==> src/rtl/ecc_log_pkg.sv <==
package ecc_log_pkg;
  typedef enum logic [1:0] {
    SEL_EAP  = 2'd0,
    SEL_STS  = 2'd1,
    SEL_CMD  = 2'd2,
    SEL_NONE = 2'd3
  } reg_sel_e;

  localparam int NUM_CLS = 2;
  localparam int CLS_SBE = 0;
  localparam int CLS_MBE = 1;
endpackage

==> src/rtl/ecc_addr_log.sv <==
module ecc_addr_log #(
  parameter int PAGE_W = 20
) (
  input  logic              clk_i,
  input  logic              rst_ni,
  input  logic              ev_sbe_i,
  input  logic              ev_mbe_i,
  input  logic [PAGE_W-1:0] ev_page_i,
  input  logic              clr_sbe_i,
  input  logic              clr_mbe_i,
  output logic [PAGE_W-1:0] page_o,
  output logic              sbe_o,
  output logic              mbe_o,
  output logic              cap_sbe_o,
  output logic              cap_mbe_o
);
  logic [PAGE_W-1:0] page_q;
  logic sbe_q, mbe_q;
  logic sbe_held, mbe_held;

  // clear applies before the capture decision
  assign sbe_held  = sbe_q & ~clr_sbe_i;
  assign mbe_held  = mbe_q & ~clr_mbe_i;
  assign cap_mbe_o = ev_mbe_i & ~mbe_held;
  assign cap_sbe_o = ev_sbe_i & ~sbe_held & ~mbe_held;

  always_ff @(posedge clk_i or negedge rst_ni) begin
    if (!rst_ni) begin
      page_q <= '0;
      sbe_q  <= 1'b0;
      mbe_q  <= 1'b0;
    end else begin
      sbe_q <= sbe_held | cap_sbe_o;
      mbe_q <= mbe_held | cap_mbe_o;
      if (cap_sbe_o || cap_mbe_o) page_q <= ev_page_i;
    end
  end

  assign page_o = page_q;
  assign sbe_o  = sbe_q;
  assign mbe_o  = mbe_q;
endmodule

==> src/rtl/ecc_class_log.sv <==
module ecc_class_log #(
  parameter int ROW_W = 3
) (
  input  logic             clk_i,
  input  logic             rst_ni,
  input  logic             ev_i,
  input  logic [ROW_W-1:0] row_i,
  input  logic             clr_i,
  output logic             flag_o,
  output logic [ROW_W-1:0] row_o
);
  logic             flag_q;
  logic [ROW_W-1:0] row_q;
  logic             held, cap;

  assign held = flag_q & ~clr_i;
  assign cap  = ev_i & ~held;

  always_ff @(posedge clk_i or negedge rst_ni) begin
    if (!rst_ni) begin
      flag_q <= 1'b0;
      row_q  <= '0;
    end else begin
      flag_q <= held | cap;
      if (cap) row_q <= row_i;
    end
  end

  assign flag_o = flag_q;
  assign row_o  = row_q;
endmodule

==> src/rtl/ecc_reg_if.sv <==
module ecc_reg_if
  import ecc_log_pkg::*;
#(
  parameter int DATA_W   = 32,
  parameter int PAGE_LSB = 12,
  parameter int ROW_W    = 3,
  localparam int PAGE_W  = DATA_W - PAGE_LSB,
  localparam int FLD_W   = ROW_W + 1
) (
  input  logic                            clk_i,
  input  logic                            rst_ni,
  input  logic                            reg_wr_i,
  input  logic [1:0]                      reg_sel_i,
  input  logic [DATA_W-1:0]               reg_wdata_i,
  input  logic [PAGE_W-1:0]               eap_page_i,
  input  logic [NUM_CLS-1:0]              eap_flag_i,
  input  logic [NUM_CLS-1:0]              sts_flag_i,
  input  logic [NUM_CLS-1:0][ROW_W-1:0]   sts_row_i,
  output logic [NUM_CLS-1:0]              clr_eap_o,
  output logic [NUM_CLS-1:0]              clr_sts_o,
  output logic [NUM_CLS-1:0]              cmd_en_o,
  output logic [DATA_W-1:0]               reg_rdata_o
);
  reg_sel_e sel;
  logic [NUM_CLS-1:0] cmd_q;
  logic [NUM_CLS*FLD_W-1:0] sts_word;
  logic unused_wdata;

  assign sel = reg_sel_e'(reg_sel_i);
  assign unused_wdata = ^reg_wdata_i[DATA_W-1:NUM_CLS*FLD_W];

  for (genvar c = 0; c < NUM_CLS; c++) begin : g_fld
    assign sts_word[c*FLD_W +: FLD_W] = {sts_row_i[c], sts_flag_i[c]};
    assign clr_eap_o[c] = reg_wr_i && (sel == SEL_EAP) && reg_wdata_i[c];
    assign clr_sts_o[c] = reg_wr_i && (sel == SEL_STS) && reg_wdata_i[c*FLD_W];
  end

  always_ff @(posedge clk_i or negedge rst_ni) begin
    if (!rst_ni) cmd_q <= '0;
    else if (reg_wr_i && sel == SEL_CMD) cmd_q <= reg_wdata_i[NUM_CLS-1:0];
  end
  assign cmd_en_o = cmd_q;

  always_comb begin
    reg_rdata_o = '0;
    unique case (sel)
      SEL_EAP: begin
        reg_rdata_o[DATA_W-1:PAGE_LSB] = eap_page_i;
        reg_rdata_o[NUM_CLS-1:0]       = eap_flag_i;
      end
      SEL_STS: reg_rdata_o[NUM_CLS*FLD_W-1:0] = sts_word;
      SEL_CMD: reg_rdata_o[NUM_CLS-1:0]       = cmd_q;
      default: reg_rdata_o = '0;
    endcase
  end
endmodule

==> src/rtl/ecc_err_log.sv <==
module ecc_err_log
  import ecc_log_pkg::*;
#(
  parameter int ADDR_W   = 32,
  parameter int PAGE_LSB = 12,
  parameter int ROW_W    = 3,
  localparam int PAGE_W  = ADDR_W - PAGE_LSB
) (
  input  logic              clk_i,
  input  logic              rst_ni,
  input  logic              err_sbe_i,
  input  logic              err_mbe_i,
  input  logic [ADDR_W-1:0] err_addr_i,
  input  logic [ROW_W-1:0]  err_row_i,
  input  logic              reg_wr_i,
  input  logic [1:0]        reg_sel_i,
  input  logic [ADDR_W-1:0] reg_wdata_i,
  output logic [ADDR_W-1:0] reg_rdata_o,
  output logic              serr_o
);
  logic [NUM_CLS-1:0] ev_vec, cap_vec, eap_flag, clr_eap, clr_sts, cmd_en, sts_flag;
  logic [NUM_CLS-1:0][ROW_W-1:0] sts_row;
  logic [PAGE_W-1:0] eap_page;
  logic serr_q;
  logic unused_addr;

  assign unused_addr = ^err_addr_i[PAGE_LSB-1:0];

  // multi-bit dominates a report flagged as both
  assign ev_vec[CLS_MBE] = err_mbe_i;
  assign ev_vec[CLS_SBE] = err_sbe_i & ~err_mbe_i;

  ecc_addr_log #(.PAGE_W(PAGE_W)) u_addr (
    .clk_i     (clk_i),
    .rst_ni    (rst_ni),
    .ev_sbe_i  (ev_vec[CLS_SBE]),
    .ev_mbe_i  (ev_vec[CLS_MBE]),
    .ev_page_i (err_addr_i[ADDR_W-1:PAGE_LSB]),
    .clr_sbe_i (clr_eap[CLS_SBE]),
    .clr_mbe_i (clr_eap[CLS_MBE]),
    .page_o    (eap_page),
    .sbe_o     (eap_flag[CLS_SBE]),
    .mbe_o     (eap_flag[CLS_MBE]),
    .cap_sbe_o (cap_vec[CLS_SBE]),
    .cap_mbe_o (cap_vec[CLS_MBE])
  );

  for (genvar c = 0; c < NUM_CLS; c++) begin : g_cls
    ecc_class_log #(.ROW_W(ROW_W)) u_cls (
      .clk_i  (clk_i),
      .rst_ni (rst_ni),
      .ev_i   (ev_vec[c]),
      .row_i  (err_row_i),
      .clr_i  (clr_sts[c]),
      .flag_o (sts_flag[c]),
      .row_o  (sts_row[c])
    );
  end

  ecc_reg_if #(.DATA_W(ADDR_W), .PAGE_LSB(PAGE_LSB), .ROW_W(ROW_W)) u_regs (
    .clk_i       (clk_i),
    .rst_ni      (rst_ni),
    .reg_wr_i    (reg_wr_i),
    .reg_sel_i   (reg_sel_i),
    .reg_wdata_i (reg_wdata_i),
    .eap_page_i  (eap_page),
    .eap_flag_i  (eap_flag),
    .sts_flag_i  (sts_flag),
    .sts_row_i   (sts_row),
    .clr_eap_o   (clr_eap),
    .clr_sts_o   (clr_sts),
    .cmd_en_o    (cmd_en),
    .reg_rdata_o (reg_rdata_o)
  );

  always_ff @(posedge clk_i or negedge rst_ni) begin
    if (!rst_ni) serr_q <= 1'b0;
    else         serr_q <= |(cap_vec & cmd_en);
  end
  assign serr_o = serr_q;
endmodule

==> config.mk <==
export PLATFORM = sky130hd
export DESIGN_NAME = ecc_err_log
export DESIGN_NICKNAME = d
export VERILOG_FILES = /design/src/rtl/ecc_log_pkg.sv /design/src/rtl/ecc_addr_log.sv /design/src/rtl/ecc_class_log.sv /design/src/rtl/ecc_reg_if.sv /design/src/rtl/ecc_err_log.sv
export SDC_FILE = /design/constraint.sdc
export NUM_CORES = 1
export LEC_CHECK = 0
export BUFFER_PORTS_ARGS = -buffer_cell sky130_fd_sc_hd__buf_2
export CAP_MARGIN = 10
export CORE_ASPECT_RATIO = 0.9
export CORE_MARGIN = 2
export CORE_UTILIZATION = 44
export CTS_BUF_LIST = sky130_fd_sc_hd__clkbuf_4
export CTS_CLUSTER_SIZE = 20
export DETAILED_ROUTE_END_ITERATION = 10
export GPL_TIMING_DRIVEN = 0
export PLACE_DENSITY = 0.82
export SLEW_MARGIN = 20
export SYNTH_ARGS = -nofsm -noshare
export SYNTH_HDL_FRONTEND = slang
export SYNTH_SLANG_ARGS = --single-unit
==> constraint.sdc <==
create_clock -name clk_i -period 1.9 [get_ports clk_i]
set_input_delay 0.475 -clock clk_i [delete_from_list [all_inputs] [get_ports clk_i]]
set_output_delay 0.475 -clock clk_i [all_outputs]
set_load 0.02 [all_outputs]
==> impl_metrics.xml <==
<?xml version="1.0" encoding="UTF-8"?>
<metrics>
  <group name="die">
    <metric name="fp.dieArea" unit="um2">4380</metric>
    <metric name="floorplan.die.height" unit="um">63.0</metric>
    <metric name="core.rowCount" unit="">21</metric>
    <metric name="die-width" unit="um">69.5</metric>
    <metric name="initial_utilization" unit="%">45.9</metric>
    <metric name="fp.coreArea" unit="um2">3700</metric>
    <metric name="floorplan.io_pins" unit="">107</metric>
  </group>
  <group name="placement">
    <metric name="detailedPlace.worstSlack" unit="ps">-60.3</metric>
    <metric name="post-dp-hpwl" unit="um">2420</metric>
    <metric name="placement.io_buffers" unit="">60</metric>
    <metric name="routabilityCongestion" unit="">0.767</metric>
  </group>
  <group name="timing">
    <metric name="whs" unit="ps">181</metric>
    <metric name="timing.setup.tns" unit="ps">0</metric>
    <metric name="max_freq" unit="MHz">558</metric>
    <metric name="slew_headroom" unit="%">52.1</metric>
    <metric name="worst_slew_pin_slew" unit="ps">718</metric>
    <metric name="grt_setup_unrepaired" unit="">false</metric>
    <metric name="slew_viol_final" unit="">0</metric>
    <metric name="timing.final.crit_share" unit="%">94.3</metric>
    <metric name="final.min_clock_period" unit="ps">1790</metric>
    <metric name="final-hold-violation-count" unit="">0</metric>
    <metric name="fin_worst_skew" unit="ps">11.6</metric>
    <metric name="setup_ws" unit="ps">109</metric>
    <metric name="setup_violations" unit="">0</metric>
  </group>
  <group name="hold_path">
    <metric name="hold_path_class" unit="">input port to asynchronous set/reset pin</metric>
  </group>
  <group name="final_layout">
    <metric name="antenna_cells_inserted" unit="">0</metric>
    <metric name="regArea" unit="um2">826</metric>
    <metric name="layout.core_utilization" unit="%">57.5</metric>
    <metric name="synthesis_to_layout_area_growth" unit="%">25.2</metric>
    <metric name="layout-drive-gt1-share" unit="%">53.0</metric>
    <metric name="combined_area_of_the_multi_input_logic_cells" unit="um2">800</metric>
    <metric name="final_net_count" unit="">271</metric>
    <metric name="fillCellCount" unit="">324</metric>
  </group>
  <group name="global_routing">
    <metric name="maximum_number_of_pins_on_one_net_before_global_route_repair" unit="">34</metric>
    <metric name="grt_remaining_overflow" unit="">0</metric>
    <metric name="grt_first_pass_wirelength" unit="um">5460</metric>
    <metric name="grt_pass1_vias" unit="">1227</metric>
    <metric name="groute.usage.overall" unit="%">16.2</metric>
    <metric name="grt_antenna_before_repair" unit="">0</metric>
  </group>
  <group name="run">
    <metric name="cap_viol_max_count" unit="">0</metric>
  </group>
  <group name="synth">
    <metric name="ys_types" unit="">27</metric>
    <metric name="yosysWarnings" unit="">0</metric>
    <metric name="synth.ff_latch_count" unit="">33</metric>
    <metric name="cell_area_after_technology_mapping" unit="um2">1700</metric>
    <metric name="synthTopCellsByArea" unit="">sky130_fd_sc_hd__dfrtp_1 (49%), sky130_fd_sc_hd__mux2_4 (18%), sky130_fd_sc_hd__and2_1 (9.9%)</metric>
    <metric name="postSynthAreaPerCell" unit="um2">13.4</metric>
    <metric name="ys_seq_area_share" unit="%">48.6</metric>
    <metric name="yosysTopAreaCell" unit="">sky130_fd_sc_hd__dfrtp_1</metric>
    <metric name="postSynthCellCount" unit="">127</metric>
    <metric name="synth_largest_type_area_fraction" unit="%">48.6</metric>
  </group>
  <group name="route">
    <metric name="postRouteAntennaNets" unit="">0</metric>
    <metric name="drt_drc_violations_left" unit="">0</metric>
    <metric name="dr.pass1.iters" unit="">4</metric>
    <metric name="finalWirelength" unit="um">3200</metric>
    <metric name="initialDrtViolationCount" unit="">26</metric>
    <metric name="post_drt_via_cell_ratio" unit="">4.74</metric>
    <metric name="dr_total_vias" unit="">1156</metric>
    <metric name="wire_per_inst" unit="um">13.1</metric>
  </group>
  <group name="power_and_ir_drop">
    <metric name="worst_ir_drop_vdd" unit="V">0.000551</metric>
    <metric name="total_power_density_per_cell_area" unit="nW/um2">936</metric>
    <metric name="p_sw_share" unit="%">29.9</metric>
    <metric name="fin_total_pwr" unit="mW">1.99</metric>
    <metric name="static-leakage-power" unit="nW">1.07</metric>
    <metric name="p_seq_share" unit="%">50.6</metric>
    <metric name="switching_power" unit="mW">0.596</metric>
    <metric name="power_report.internal_total" unit="mW">1.40</metric>
    <metric name="power_frac_clock" unit="%">19.2</metric>
    <metric name="share_comb_of_total_power" unit="%">30.3</metric>
  </group>
  <group name="setup_path">
    <metric name="crit_path_max_fanout" unit="">10</metric>
    <metric name="critical_path.max_stage_delay" unit="ps">210</metric>
    <metric name="worstPathCellList" unit="">buf_2, nor2_1, buf_2, and2_1, buf_2</metric>
    <metric name="worstPathRequired" unit="ps">1420</metric>
    <metric name="critPathArrivalTime" unit="ps">1320</metric>
    <metric name="worst_setup_path_end_kind" unit="">output pin</metric>
    <metric name="slowest_stage" unit="">sky130_fd_sc_hd__buf_2</metric>
    <metric name="crit_path_start_kind" unit="">input port</metric>
    <metric name="worst-r2r-cell-count" unit="">4</metric>
    <metric name="most_frequent_cell_on_the_critical_path" unit="">sky130_fd_sc_hd__buf_2</metric>
    <metric name="worstSetupPathType" unit="">input port to output pin</metric>
  </group>
  <group name="clock_network">
    <metric name="cts_max_path_buffers" unit="">2</metric>
    <metric name="h-tree-depth" unit="">2</metric>
    <metric name="clockRootBuffer" unit="">sky130_fd_sc_hd__clkbuf_4</metric>
    <metric name="cts_made_buffers" unit="">5</metric>
    <metric name="cts.sinks" unit="">33</metric>
    <metric name="tritoncts_clock_tree" unit="">done</metric>
    <metric name="clkLatencyLatePin" unit="ps">340</metric>
    <metric name="cts_hold_repair.buffers" unit="">0</metric>
    <metric name="clk_transition_reported_paths" unit="ps">110</metric>
  </group>
  <group name="status">
    <metric name="run_status" unit="">complete, no violations</metric>
  </group>
</metrics>
## sequential cells by signal, indices dropped and copies added (netlist names)
register	cells
u_regs.cmd_en_o	2
u_addr.page_o	20
serr_o	1
g_cls.u_cls.flag_o	2
g_cls.u_cls.row_o	6
u_addr.mbe_o	1
u_addr.sbe_o	1
## critical path: cells and delay by family
kind          cells  cell delay (ps)
buf+inv           3              520
simple gates      2              320
## timing repair
action,in CTS,in global routing
resized for setup,2,2
endpoints found under the setup margin,20,9
setup buffers,0,0
endpoints found under the hold margin,0,0
## cell type report
class	count	share of cell area (%)
Buffer	9	4.29
Clock buffer	5	1.76
Clock inverter	3	0.823
Multi-Input combinational cell	88	37.5
Sequential cell	33	38.8
Tap cell	46	2.70
Timing Repair Buffer	60	14.1
## synth_stat cells, drive strengths merged
| master | n |
|---|---|
| nor2 | 2 |
| and2 | 27 |
| nor2b | 2 |
| mux2 | 28 |
| nand2 | 7 |
| nand4bb | 2 |
| nand3b | 1 |
| nand4b | 2 |
| dfrtp | 33 |
| a221oi | 1 |
| clkbuf | 2 |
| mux2i | 2 |
| a21oi | 2 |
| a21boi | 1 |
| buf | 7 |
| o21ai | 3 |
| conb | 1 |
| or2 | 1 |
| a21o | 1 |
| nand2b | 1 |
| a211o | 1 |
## power groups by stage
stage,Clock (mW),Combinational (mW),Sequential (mW)
2_1_floorplan,0,0.460,0.983
3_3_place_gp,0,0.593,1.01
3_5_place_dp,0,0.613,1.02
4_1_cts,0.405,0.612,1.01
5_1_grt,0.434,0.654,1.04
6_report,0.382,0.604,1.01
## worst paths after layout
check	slack [ps]	to	from
min in group clk_i	360	u_addr.page_o[17]$_DFFE_PN0P_	err_addr_i[29]
max in group asynchronous	1260	g_cls[1].u_cls.row_o[1]$_DFFE_PN0P_	rst_ni
hold / removal	180	u_addr.page_o[19]$_DFFE_PN0P_	rst_ni
hold reg to reg	500	g_cls[1].u_cls.row_o[1]$_DFFE_PN0P_	g_cls[1].u_cls.row_o[1]$_DFFE_PN0P_
setup reg to reg	310	u_addr.page_o[1]$_DFFE_PN0P_	u_addr.sbe_o$_DFF_PN0_
setup / recovery	110	reg_rdata_o[14]	reg_sel_i[0]
## metal layers
metal | up-vias | global-route usage, % | wire length, um
met4 | 0 | 5.88 | 24
li1 | 565 | - | -
met5 | - | 0 | 0
met3 | 2 | 5.81 | 203
met2 | 38 | 27.3 | 1550
met1 | 551 | 19.0 | 1420
## per-stage QoR
stage          cell area (um2)  std cells
2_1_floorplan             1710        130
3_3_place_gp              2070        236
3_5_place_dp              2070        236
4_1_cts                   2130        244
5_1_grt                   2130        244
6_report                  2130        244
## layout by cell type, fill, tap and decap left out, drive strengths merged, types with 3 or more instances in the layout
cell	n
and2	27
buf	68
clkbuf	6
conb	4
dfrtp	33
mux2	28
nand2	7
o21ai	3
## cells by family (layout without fill, tap and decap cells)
logic type             count (synthesis)  in the layout  share of synthesized area [%]
AO/OA/AOI/OAI                          9              9                           4.42
buffers and inverters                  9             77                           5.22
multiplexers                          30             30                           24.1
AND/OR/NAND/NOR                       45             45                           17.4
flip-flops                            33             33                           48.6
other                                  1              4                          0.221
No activity file was read; power rests on OpenSTA's default activity.
